--- src/rtl/tbwd_pkg.sv ---
package tbwd_pkg;
    localparam int TB_W      = 64;
    localparam int SEL_W     = $clog2(TB_W);
    localparam int REG_W     = 32;
    localparam int RC_W      = 2;
    // control field placement (decoded by software)
    localparam int SEL_LO_HI = 31;
    localparam int SEL_LO_LO = 30;
    localparam int RC_HI     = 29;
    localparam int RC_LO     = 28;
    localparam int IE_BIT    = 27;
    localparam int SEL_EX_HI = 21;
    localparam int SEL_EX_LO = 18;
    // status flag placement
    localparam int ENW_BIT   = 31;
    localparam int WIS_BIT   = 30;

    // encoding equals {ENW, WIS}
    typedef enum logic [1:0] {
        ST_IDLE  = 2'b00,
        ST_PEND  = 2'b01,
        ST_ARMED = 2'b10,
        ST_FIRED = 2'b11
    } esc_state_t;
endpackage

--- src/rtl/tbwd_timebase.sv ---
module tbwd_timebase #(
    parameter int W = 64
) (
    input  logic         clk,
    input  logic         rst_n,
    input  logic         tick,
    input  logic         ld,
    input  logic [W-1:0] ld_val,
    output logic [W-1:0] q
);
    always_ff @(posedge clk) begin
        if (!rst_n)    q <= '0;
        else if (ld)   q <= ld_val;
        else if (tick) q <= q + W'(1);
    end
endmodule

--- src/rtl/tbwd_ctlreg.sv ---
module tbwd_ctlreg
    import tbwd_pkg::*;
(
    input  logic             clk,
    input  logic             rst_n,
    input  logic             we,
    input  logic [REG_W-1:0] wdata,
    output logic [SEL_W-1:0] sel,
    output logic             ie,
    output logic [RC_W-1:0]  rc,
    output logic [REG_W-1:0] rdata
);
    logic unused_wbits;
    assign unused_wbits = ^{wdata[26:22], wdata[17:0]};

    always_ff @(posedge clk) begin
        if (!rst_n) begin
            sel <= '0;
            ie  <= 1'b0;
            rc  <= '0;
        end else if (we) begin
            sel <= {wdata[SEL_EX_HI:SEL_EX_LO], wdata[SEL_LO_HI:SEL_LO_LO]};
            ie  <= wdata[IE_BIT];
            if (rc == '0) rc <= wdata[RC_HI:RC_LO];
        end
    end

    always_comb begin
        rdata                        = '0;
        rdata[SEL_LO_HI:SEL_LO_LO]   = sel[1:0];
        rdata[RC_HI:RC_LO]           = rc;
        rdata[IE_BIT]                = ie;
        rdata[SEL_EX_HI:SEL_EX_LO]   = sel[SEL_W-1:2];
    end
endmodule

--- src/rtl/tbwd_bitwatch.sv ---
module tbwd_bitwatch #(
    parameter int W     = 64,
    parameter int SEL_W = $clog2(W)
) (
    input  logic             clk,
    input  logic             rst_n,
    input  logic [W-1:0]     tb,
    input  logic [SEL_W-1:0] sel,
    output logic             evt
);
    logic [SEL_W-1:0] idx;
    logic             cur;
    logic             prev;

    assign idx = SEL_W'(W - 1) - sel;   // index 0 names the MSB
    assign cur = tb[idx];
    assign evt = cur & ~prev;

    always_ff @(posedge clk) begin
        if (!rst_n) prev <= 1'b0;
        else        prev <= cur;
    end
endmodule

--- src/rtl/tbwd_fsm.sv ---
module tbwd_fsm
    import tbwd_pkg::*;
(
    input  logic            clk,
    input  logic            rst_n,
    input  logic            evt,
    input  logic            clr_en,
    input  logic [1:0]      clr_bits,
    input  logic            ie,
    input  logic [RC_W-1:0] rc,
    output logic            enw,
    output logic            wis,
    output logic            irq,
    output logic            rst_pulse,
    output logic [RC_W-1:0] rst_kind
);
    esc_state_t state_q, state_n, cleared;
    logic       bite;

    always_comb begin
        cleared = esc_state_t'(state_q & ~(clr_en ? clr_bits : 2'b00));
        state_n = cleared;
        bite    = 1'b0;
        if (evt) begin
            unique case (cleared)
                ST_IDLE:  state_n = ST_ARMED;
                ST_PEND:  state_n = ST_FIRED;
                ST_ARMED: state_n = ST_FIRED;
                ST_FIRED: begin
                    state_n = ST_FIRED;
                    bite    = (rc != '0);
                end
            endcase
        end
    end

    always_ff @(posedge clk) begin
        if (!rst_n) state_q <= ST_IDLE;
        else        state_q <= state_n;
    end

    always_ff @(posedge clk) begin
        if (!rst_n) begin
            rst_pulse <= 1'b0;
            rst_kind  <= '0;
        end else begin
            rst_pulse <= bite;
            rst_kind  <= bite ? rc : '0;
        end
    end

    assign enw = state_q[1];
    assign wis = state_q[0];
    assign irq = wis & ie;
endmodule

--- src/rtl/tbwd_top.sv ---
module tbwd_top
    import tbwd_pkg::*;
(
    input  logic        clk,
    input  logic        rst_n,
    input  logic        tb_tick,
    input  logic        tb_we,
    input  logic [63:0] tb_wdata,
    input  logic        ctl_we,
    input  logic [31:0] ctl_wdata,
    input  logic        sts_we,
    input  logic [31:0] sts_wdata,
    output logic [63:0] tb_value,
    output logic [31:0] ctl_value,
    output logic [31:0] sts_value,
    output logic        wd_irq,
    output logic        wd_rst_pulse,
    output logic [1:0]  wd_rst_kind
);
    logic [SEL_W-1:0] sel;
    logic             ie;
    logic [RC_W-1:0]  rc;
    logic             evt;
    logic             enw;
    logic             wis;
    logic             unused_sts;

    assign unused_sts = ^sts_wdata[29:0];

    tbwd_timebase #(.W(TB_W)) u_tb (
        .clk    (clk),
        .rst_n  (rst_n),
        .tick   (tb_tick),
        .ld     (tb_we),
        .ld_val (tb_wdata),
        .q      (tb_value)
    );

    tbwd_ctlreg u_ctl (
        .clk   (clk),
        .rst_n (rst_n),
        .we    (ctl_we),
        .wdata (ctl_wdata),
        .sel   (sel),
        .ie    (ie),
        .rc    (rc),
        .rdata (ctl_value)
    );

    tbwd_bitwatch #(.W(TB_W), .SEL_W(SEL_W)) u_watch (
        .clk   (clk),
        .rst_n (rst_n),
        .tb    (tb_value),
        .sel   (sel),
        .evt   (evt)
    );

    tbwd_fsm u_fsm (
        .clk       (clk),
        .rst_n     (rst_n),
        .evt       (evt),
        .clr_en    (sts_we),
        .clr_bits  ({sts_wdata[ENW_BIT], sts_wdata[WIS_BIT]}),
        .ie        (ie),
        .rc        (rc),
        .enw       (enw),
        .wis       (wis),
        .irq       (wd_irq),
        .rst_pulse (wd_rst_pulse),
        .rst_kind  (wd_rst_kind)
    );

    always_comb begin
        sts_value          = '0;
        sts_value[ENW_BIT] = enw;
        sts_value[WIS_BIT] = wis;
    end
endmodule

--- config.mk ---
export PLATFORM = sky130hd
export DESIGN_NAME = tbwd_top
export DESIGN_NICKNAME = d
export VERILOG_FILES = /design/src/rtl/tbwd_pkg.sv /design/src/rtl/tbwd_timebase.sv /design/src/rtl/tbwd_ctlreg.sv /design/src/rtl/tbwd_bitwatch.sv /design/src/rtl/tbwd_fsm.sv /design/src/rtl/tbwd_top.sv
export SDC_FILE = /design/constraint.sdc
export NUM_CORES = 1
export LEC_CHECK = 0
export BUFFER_PORTS_ARGS = -buffer_cell sky130_fd_sc_hd__buf_2
export CAP_MARGIN = 40
export CORE_UTILIZATION = 45
export DETAILED_ROUTE_END_ITERATION = 7
export PLACE_DENSITY = 0.91
export SLEW_MARGIN = 20
export SYNTH_ARGS = -nofsm -noshare
export SYNTH_HDL_FRONTEND = slang
export SYNTH_SLANG_ARGS = --single-unit
--- constraint.sdc ---
create_clock -name clk -period 2.4 [get_ports clk]
set_clock_uncertainty 0.1 [all_clocks]
set_input_delay 0.24 -clock clk [delete_from_list [all_inputs] [get_ports clk]]
set_output_delay 0.24 -clock clk [all_outputs]
set_load 0.01 [all_outputs]
Word-level counts from Yosys, hierarchy flattened

Index checks and enable logic that the tools add are counted.

Register bits: 79
Logic and storage cells: 35
Output and inout bits: 132
Input port bits: 134

Muxes and demuxes: 9
$lt $le $gt $ge: 1
Bitwise logic cells: 5
Add/subtract/negate cells: 2
Reduce and logical (&&, ||, !) cells: 7
Eq/ne operators: 3

Operator list:

| kind                                                 | count |
|---|---|
| 2-to-1 mux 64 bit                                    | 2 |
| adder 64 x 1 -> 64 bit (second input constant)       | 1 |
| < comparator 6 x 7 -> 1 bit (second input constant)  | 1 |
| binary-select mux 1 bit (select 6 bit)               | 1 |
| subtractor 6 bit (first input constant)              | 1 |
| equality test 2 bit (second input constant)          | 2 |
| zero test 2 bit                                      | 2 |
| 2-to-1 mux 2 bit                                     | 2 |
| case mux 2 bit (2 select lines)                      | 1 |
| AND reduction 2 bit                                  | 2 |
| nonzero test 2 bit                                   | 2 |
| 2-to-1 mux 1 bit                                     | 3 |
| OR reduction 3 bit                                   | 1 |
| AND 1 bit                                            | 2 |
| AND 2 bit                                            | 1 |
| equality test 2 x 1 -> 1 bit (second input constant) | 1 |
| inverter 2 bit                                       | 1 |
| inverter 1 bit                                       | 1 |

Logic depth before layout (Yosys ltp)

Gate-level depths: netlist of run 1.

Depth in word-level cells: 7
Depth in mapped cells: 8
Mapped depth without buffers: 7

By module

Synthesis of run 1 repeated with hierarchy kept, for this count alone.

Cells, all modules: 648
Area, all modules: 5,351.4 um^2

By module, submodules not included:

| module        | area each (um^2) | instances | seq. area each (um^2) | cells an instance |
|---|---|---|---|---|
| tbwd_timebase | 3,682.3          | 1         | 1,281.2               | 463 |
| tbwd_bitwatch | 639.4            | 1         | 20.0                  | 69 |
| tbwd_ctlreg   | 586.8            | 1         | 180.2                 | 64 |
| tbwd_top      | 244.0            | 1         | 0.0                   | 33 |
| tbwd_fsm      | 198.9            | 1         | 100.1                 | 19 |

Worst setup path before layout of run 1

Ideal clock, no wire load.

Path type: register -> register
From: register u_tb.q[0]
To: register u_tb.q[56]
Path buffers: 0
Required time: 2.235 ns
Library setup time: 0.065 ns
Clock period less this slack: 2.279 ns
Path slack: 0.121 ns
Cell stages (with the launch flop): 8
Data arrival time: 2.114 ns
Path through: dfxtp_1 > ha_1 > nand2_1 > or3_4 > or3_4 > nor4_1 > mux2_1 > nor2_1

Longest elaborated chain between the ends: 3

RTL lines:

| element                | line                | source |
|---|---|---|
| from (decl)            | tbwd_timebase.sv:9  | `output logic [W-1:0] q` |
| from (signal assigned) | tbwd_timebase.sv:13 | `else if (ld) q <= ld_val;` |
| from (signal assigned) | tbwd_timebase.sv:14 | `else if (tick) q <= q + W'(1);` |
| adder 64 x 1 -> 64 bit | tbwd_timebase.sv:14 |  |
| 2-to-1 mux 64 bit      | tbwd_timebase.sv:14 |  |
| 2-to-1 mux 64 bit      | tbwd_timebase.sv:13 |  |

No other way between the ends. The select of a mux whose other input is x is not followed.
A chain may end at the register's enable or synchronous reset.

Worst setup path after layout of run 1

From: register u_tb.q[10]
To: register u_tb.q[61]

Same word-level chain as after synthesis.

==> metrics.yaml, run 1 <==
floorplan:
  core_area_um2: 10980
  die_w_um: 108.7
  fp-row-count: 38
  die_area_um2: 11800
  die_h_um: 108.7
  start_util_pct: 46.61
  io_pins: 266
cts:
  holdBufCountCts: 0
  tritoncts: "built"
  cts_setup_buffers: 0
  clock_sinks: 79
  cts_made_buffers: 9
  cts_max_level: 3
  ctsResizeCount: 0
  root_buffer: "clkbuf_16"
  clk_pin_slew_ps: 60
  cts_buffer_depth: 2
  clk_latency_ps: 330
final_layout:
  nets: 917
  num_antenna_cells: 0
  final_area_um2: 6457
  areaGrowthSynthToFinish_pct: 26.15
  fin_cells: 926
  final_common_cell: "buf_2"
  drive_gt1_share_pct: 34.10
  fill_cells: 991
  layout_common_cells: "159 x buf_2, 79 x dfxtp_1, 58 x nor2_1, 53 x conb_1, 49 x buf_4"
  utilization_pct: 58.79
timing:
  tightest_slew_ps: 497.3
  timing.final.ws_setup_ps: 158.0
  finalCriticalPeriod_ps: 2242
  timing.hold.ws_ps: 50.03
  period_share_pct: 93.42
  slew_headroom_pct: 66.72
  hold_viol_final: 0
  fin_tns_setup_ps: 0
  setup_viol: 0
  grt_setup_unrepaired: "false"
  slew_violations: 0
  max_freq_mhz: 446.0
synth:
  synth_area_leader_cell: "dfxtp_1"
  synthTopCellsByArea: "dfxtp_1 31%, buf_4 8.7%, xnor2_1 5.3%"
  synth-seq-area-share_pct: 30.90
  ys_warn_count: 0
  synthArstFlopShare_pct: 0
  synth.distinct_cells: 58
  synth-seq-cells: 79
  synth_edf_count: 0
  syn_area_per_cell_um2: 8.574
  netlist_area_um2: 5119
  synthCells: 597
  synth_flop_cell: "dfxtp_1"
  synth_top_area_share_pct: 30.90
placement:
  placed_cells: 911
  port_buffers: 159
  dpl.hpwl_um: 11260
  place_congestion: 0.8899
  placed_cell_area_um2: 6145
  pre_cts_ws_ps: 135.1
routing:
  antenna_left: 0
  initialDrtViolationCount: 351
  avgViaCountPerCell: 5.432
  wirelength_um: 14730
  drc: 0
  dr.pass1.iters: 4
  vias: 5030
  wire_per_inst_um: 15.90
setup_path:
  cp.arrival_ps: 2380
  regToRegSetupSlack_ps: 160
  r2r-end: "u_tb.q[61]"
  crit_start: "u_tb.q[10]"
  reg2reg_from: "u_tb.q[10]"
  critical_path.endpoint: "u_tb.q[61]"
  critPathCaptureType: "register"
  cp.required_ps: 2540
  startpoint_type: "register"
  reg2reg_depth: 6
  path_max_fanout: 13
  path_class: "register to register"
global_routing:
  grt_use_total_pct: 25.02
  grt_pass1_vias: 4688
  antenna_found_initial: 0
  grt_start_max_net_pins: 71
  grt_pass1_wl_um: 23040
  grt_overflow_total: 0
pwr:
  pwr_density_cell_nw_per_um2: 555.5
  power_mw: 3.587
  leakage_nw: 2.770
  peakVddDrop_mv: 0.3562
flow_run:
  cap_violations: 0
worst_hold_path:
  min_path_type: "input pin to register"
run_status:
  status: "finished, final reports clean"
critical path, cell delays in order, from the launching register on:
cell and delay, ps:
dfxtp_1 400, nand4_1 220, nor2_1 370, nand4_4 330, nor4_2 380, xnor2_1 120, a211oi_2 230
cell usage after synthesis (all sizes together) (3+ instances only):
library cell,instances
mux2,4
xnor2,31
mux4,12
a31oi,5
a211oi,26
a21oi,29
mux2i,15
o21ai,37
nand4,23
nand3,26
o31ai,3
or3,4
nor2,59
nor4,15
and3,11
nand2,29
xor2,21
dfxtp,79
nor3,16
clkbuf,25
inv,15
o2111ai,3
and4,12
buf,64
nor3b,3
nor2b,6
worst min path at each step:
stage,start,end,slack (ps),cells past startpoint
after floorplan,tb_wdata[1],u_tb.q[1],280,2
after global placement,tb_wdata[4],u_tb.q[4],380,3
after detailed placement,ctl_wdata[21],u_ctl.sel[5],380,3
after CTS,tb_wdata[4],u_tb.q[4],40,3
after global routing,tb_wdata[7],u_tb.q[7],50,3
final,tb_wdata[4],u_tb.q[4],50,3
per-layer routing:
layer	GRT usage, %	wire length (um)	vias up
li1	-	-	2430
met1	31.01	6471	2364
met2	43.58	7168	211
met3	3.885	810	25
met4	9.266	276	0
met5	0	0	-
registers in the layout, summed over array words and instances (netlist names):
| name | cells |
|---|---|
| u_tb.q | 64 |
| u_ctl.sel | 6 |
| u_ctl.rc | 2 |
| u_fsm.rst_kind | 2 |
| u_fsm.state_q | 2 |
| u_ctl.ie | 1 |
| u_fsm.rst_pulse | 1 |
| u_watch.prev | 1 |
final cells by class:
cell class                 instances  area [um^2]  area share, %
sequential                        79         1582          24.49
timing repair buffer             211         1224          18.95
clock inverter                     3        42.54         0.6588
inverter                          15        56.30         0.8719
multi-input combinational        466         3122          48.34
tap                              140        175.2          2.713
clock buffer                      12        256.5          3.972
logic make-up (layout without fill, tap and decap cells):
| logic type | after synthesis | after routing | share of synthesized area [%] |
|---|---|---|---|
| muxes | 31 | 31 | 9.093 |
| AOI/OAI and AO/OA | 113 | 113 | 13.69 |
| adders and majority gates | 1 | 1 | 0.2444 |
| DFF | 79 | 79 | 30.90 |
| xor gates and xnor gates | 52 | 52 | 8.898 |
| buffers and inverters | 104 | 241 | 12.20 |
| and+or+nand+nor | 216 | 216 | 24.91 |
| other | 1 | 53 | 0.07326 |
power breakdown:
part           switching [mW]  internal [mW]
Sequential              0.102           1.40
Clock                   0.533          0.856
Combinational           0.379          0.316
No activity file was read; power rests on OpenSTA's default activity.
==> run 2, diff against run 1 <==
CTS_CLUSTER_DIAMETER = 150   (was default)
REMOVE_ABC_BUFFERS = 1   (was default)
==> run 2 against run 1 <==
Via count rose by 1.5%. Highest routed layer unchanged. Largest power group unchanged. First-iteration DRC count rose by 27%. Clock power fell by 3%. Hold slack got worse by 2.2 ps.
==> metrics.yaml, run 2 (synthesized netlist as in run 1, its figures left out) <==
pwr:
  pwr-share-clk_pct: 38.0  # was 38.7%
  p_int_mw: 2.525  # was 2.574 mW
  leakage_nw: 2.838  # was 2.770 nW
  power.switching_mw: 1.026  # was 1.014 mW
  p_comb_share_pct: 19.7  # was 19.4%
  switching_share_pct: 28.88  # was 28.26%
  peakVddDrop_mv: 0.4496  # was 0.3562 mV
  p_seq_share_pct: 42.3  # was 41.9%
  pwr_density_cell_nw_per_um2: 546.5  # was 555.5 nW/um^2
flow_run:
  cap_violations: 0  # unchanged
global_routing:
  grt_pass1_vias: 4751  # was 4688
  grt_use_met1_pct: 31.31  # was 31.01%
  gr-usage-met2_pct: 43.90  # was 43.58%
  grt_use_met3_pct: 4.543  # was 3.885%
  grt-busiest-layer: "met2"  # unchanged
  antenna_found_initial: 0  # unchanged
  grt_pass1_wl_um: 23280  # was 23040 um
  grt_overflow_total: 0  # unchanged
  grt_use_total_pct: 25.48  # was 25.02%
  grt_start_max_net_pins: 61  # was 71
final_layout:
  drive_gt1_share_pct: 34.43  # was 34.10%
  final_common_cell: "buf_2"  # unchanged
  areaGrowthSynthToFinish_pct: 26.94  # was 26.15%
  nets: 923  # was 917
  reg.largest.list: "u_tb.q x64, u_ctl.sel x6"  # unchanged
  largest_register: "u_tb.q"  # unchanged
  layout_common_cells: "159 x buf_2, 79 x dfxtp_1, 58 x nor2_1, 56 x buf_4, 53 x conb_1"  # was 159 x buf_2, 79 x dfxtp_1, 58 x nor2_1, 53 x conb_1, 49 x buf_4
  largest_reg_flops: 64  # unchanged
  utilization_pct: 59.16  # was 58.79%
  final_area_um2: 6497  # was 6457 um^2
  num_antenna_cells: 0  # unchanged
floorplan:
  die_area_um2: 11800  # unchanged
  die_h_um: 108.7  # unchanged
  io_pins: 266  # unchanged
  fp-row-count: 38  # unchanged
  core_area_um2: 10980  # unchanged
  die_w_um: 108.7  # unchanged
  start_util_pct: 46.61  # unchanged
routing:
  antenna_left: 0  # unchanged
  wire_per_inst_um: 16.13  # was 15.90 um
  wirelength_um: 15050  # was 14730 um
  dr.pass1.iters: 5  # was 4
  avgViaCountPerCell: 5.469  # was 5.432
  initialDrtViolationCount: 445  # was 351
  drc: 0  # unchanged
  vias: 5103  # was 5030
worst_hold_path:
  min_path_type: "input pin to register"  # unchanged
run_status:
  status: "finished, final reports clean"  # unchanged
placement:
  port_buffers: 159  # unchanged
  place_congestion: 0.8559  # was 0.8899
  dpl.hpwl_um: 11310  # was 11260 um
  placed_cell_area_um2: 6177  # was 6145 um^2
setup_path:
  critPathCaptureType: "register"  # unchanged
  path_class: "register to register"  # unchanged
  path_max_fanout: 8  # was 13
  cp.arrival_ps: 2450  # was 2380 ps
  cp.required_ps: 2510  # was 2540 ps
  startpoint_type: "register"  # unchanged
cts:
  ctsResizeCount: 0  # unchanged
  clk_pin_slew_ps: 60  # about the same
  cts_buffer_depth: 2  # unchanged
  root_buffer: "clkbuf_16"  # unchanged
  clock_sinks: 79  # unchanged
  cts_made_buffers: 9  # unchanged
  clk_latency_ps: 330  # about the same
  cts_setup_buffers: 0  # unchanged
  cts_max_level: 3  # unchanged
  holdBufCountCts: 0  # unchanged
  tritoncts: "built"  # unchanged
timing:
  setup_viol: 0  # unchanged
  finalCriticalPeriod_ps: 2340  # was 2242 ps
  max_freq_mhz: 427.3  # was 446.0 MHz
  hold_viol_final: 0  # unchanged
  slew_violations: 0  # unchanged
  period_share_pct: 97.51  # was 93.42%
  grt_setup_unrepaired: "true"  # was false
==> run 2: cell types whose count changed in the layout (fill, tap and decap cells not counted), moves of 2 or more <==
cell and change:
buf_4 +7, nor4_1 +2, nor4_2 -2, clkbuf_8 -2
==> run 2: power by group through the flow <==
stage,combinational [mW],clock (mW),sequential (mW)
after detailed placement,0.695,0,1.53
final,0.700,1.35,1.50
after floorplan,0.290,0,1.59
after global routing,0.769,1.43,1.51
after CTS,0.698,1.38,1.50
after global placement,0.681,0,1.52
==> run 2: worst paths after layout <==
check,startpoint,to,slack [ps],depth (start not counted)
worst max-delay path,u_tb.q[0],u_tb.q[54],60,8
worst min-delay path,tb_wdata[11],u_tb.q[11],50,3
worst max register to register,u_tb.q[0],u_tb.q[54],60,8
worst min register to register,u_ctl.rc[1],u_fsm.rst_kind[1],420,2
==> run 2: cell type report <==
type,count,area [um^2]
fill,971,4486
multi-input combinational,466,3137
sequential,79,1582
timing repair buffer,217,1256
clock buffer,11,232.7
tap,140,175.2
clock inverter,5,58.81
inverter,15,56.30
==> run 2: layer usage <==
layer | share of wire, % | vias up
li1 | - | 2441
met1 | 43 | 2377
met2 | 48 | 253
met3 | 6.8 | 32
met4 | 2.0 | 0
met5 | 0 | -
==> run 2: metrics by stage <==
step	hold slack [ps]	setup TNS (ps)	power, mW	std cells	setup WS, ps
6_report	47.88	0	3.551	933	59.67
5_1_grt	47.67	-50.21	3.716	933	-25.11
4_1_cts	41.38	0	3.573	933	55.62
3_5_place_dp	383.5	0	2.222	917	81.22
3_3_place_gp	371.3	0	2.203	917	105.4
2_1_floorplan	267.0	-335.4	1.878	560	-62.95
==> run 2: worst max-delay path: stages (launching register included) <==
cell and delay (ps):
dfxtp_1 350, ha_1 170, nand2_1 90, or3_4 380, or3_4 420, nor2_2 230, buf_4 190, nand4_1 100
nor3b_2 190
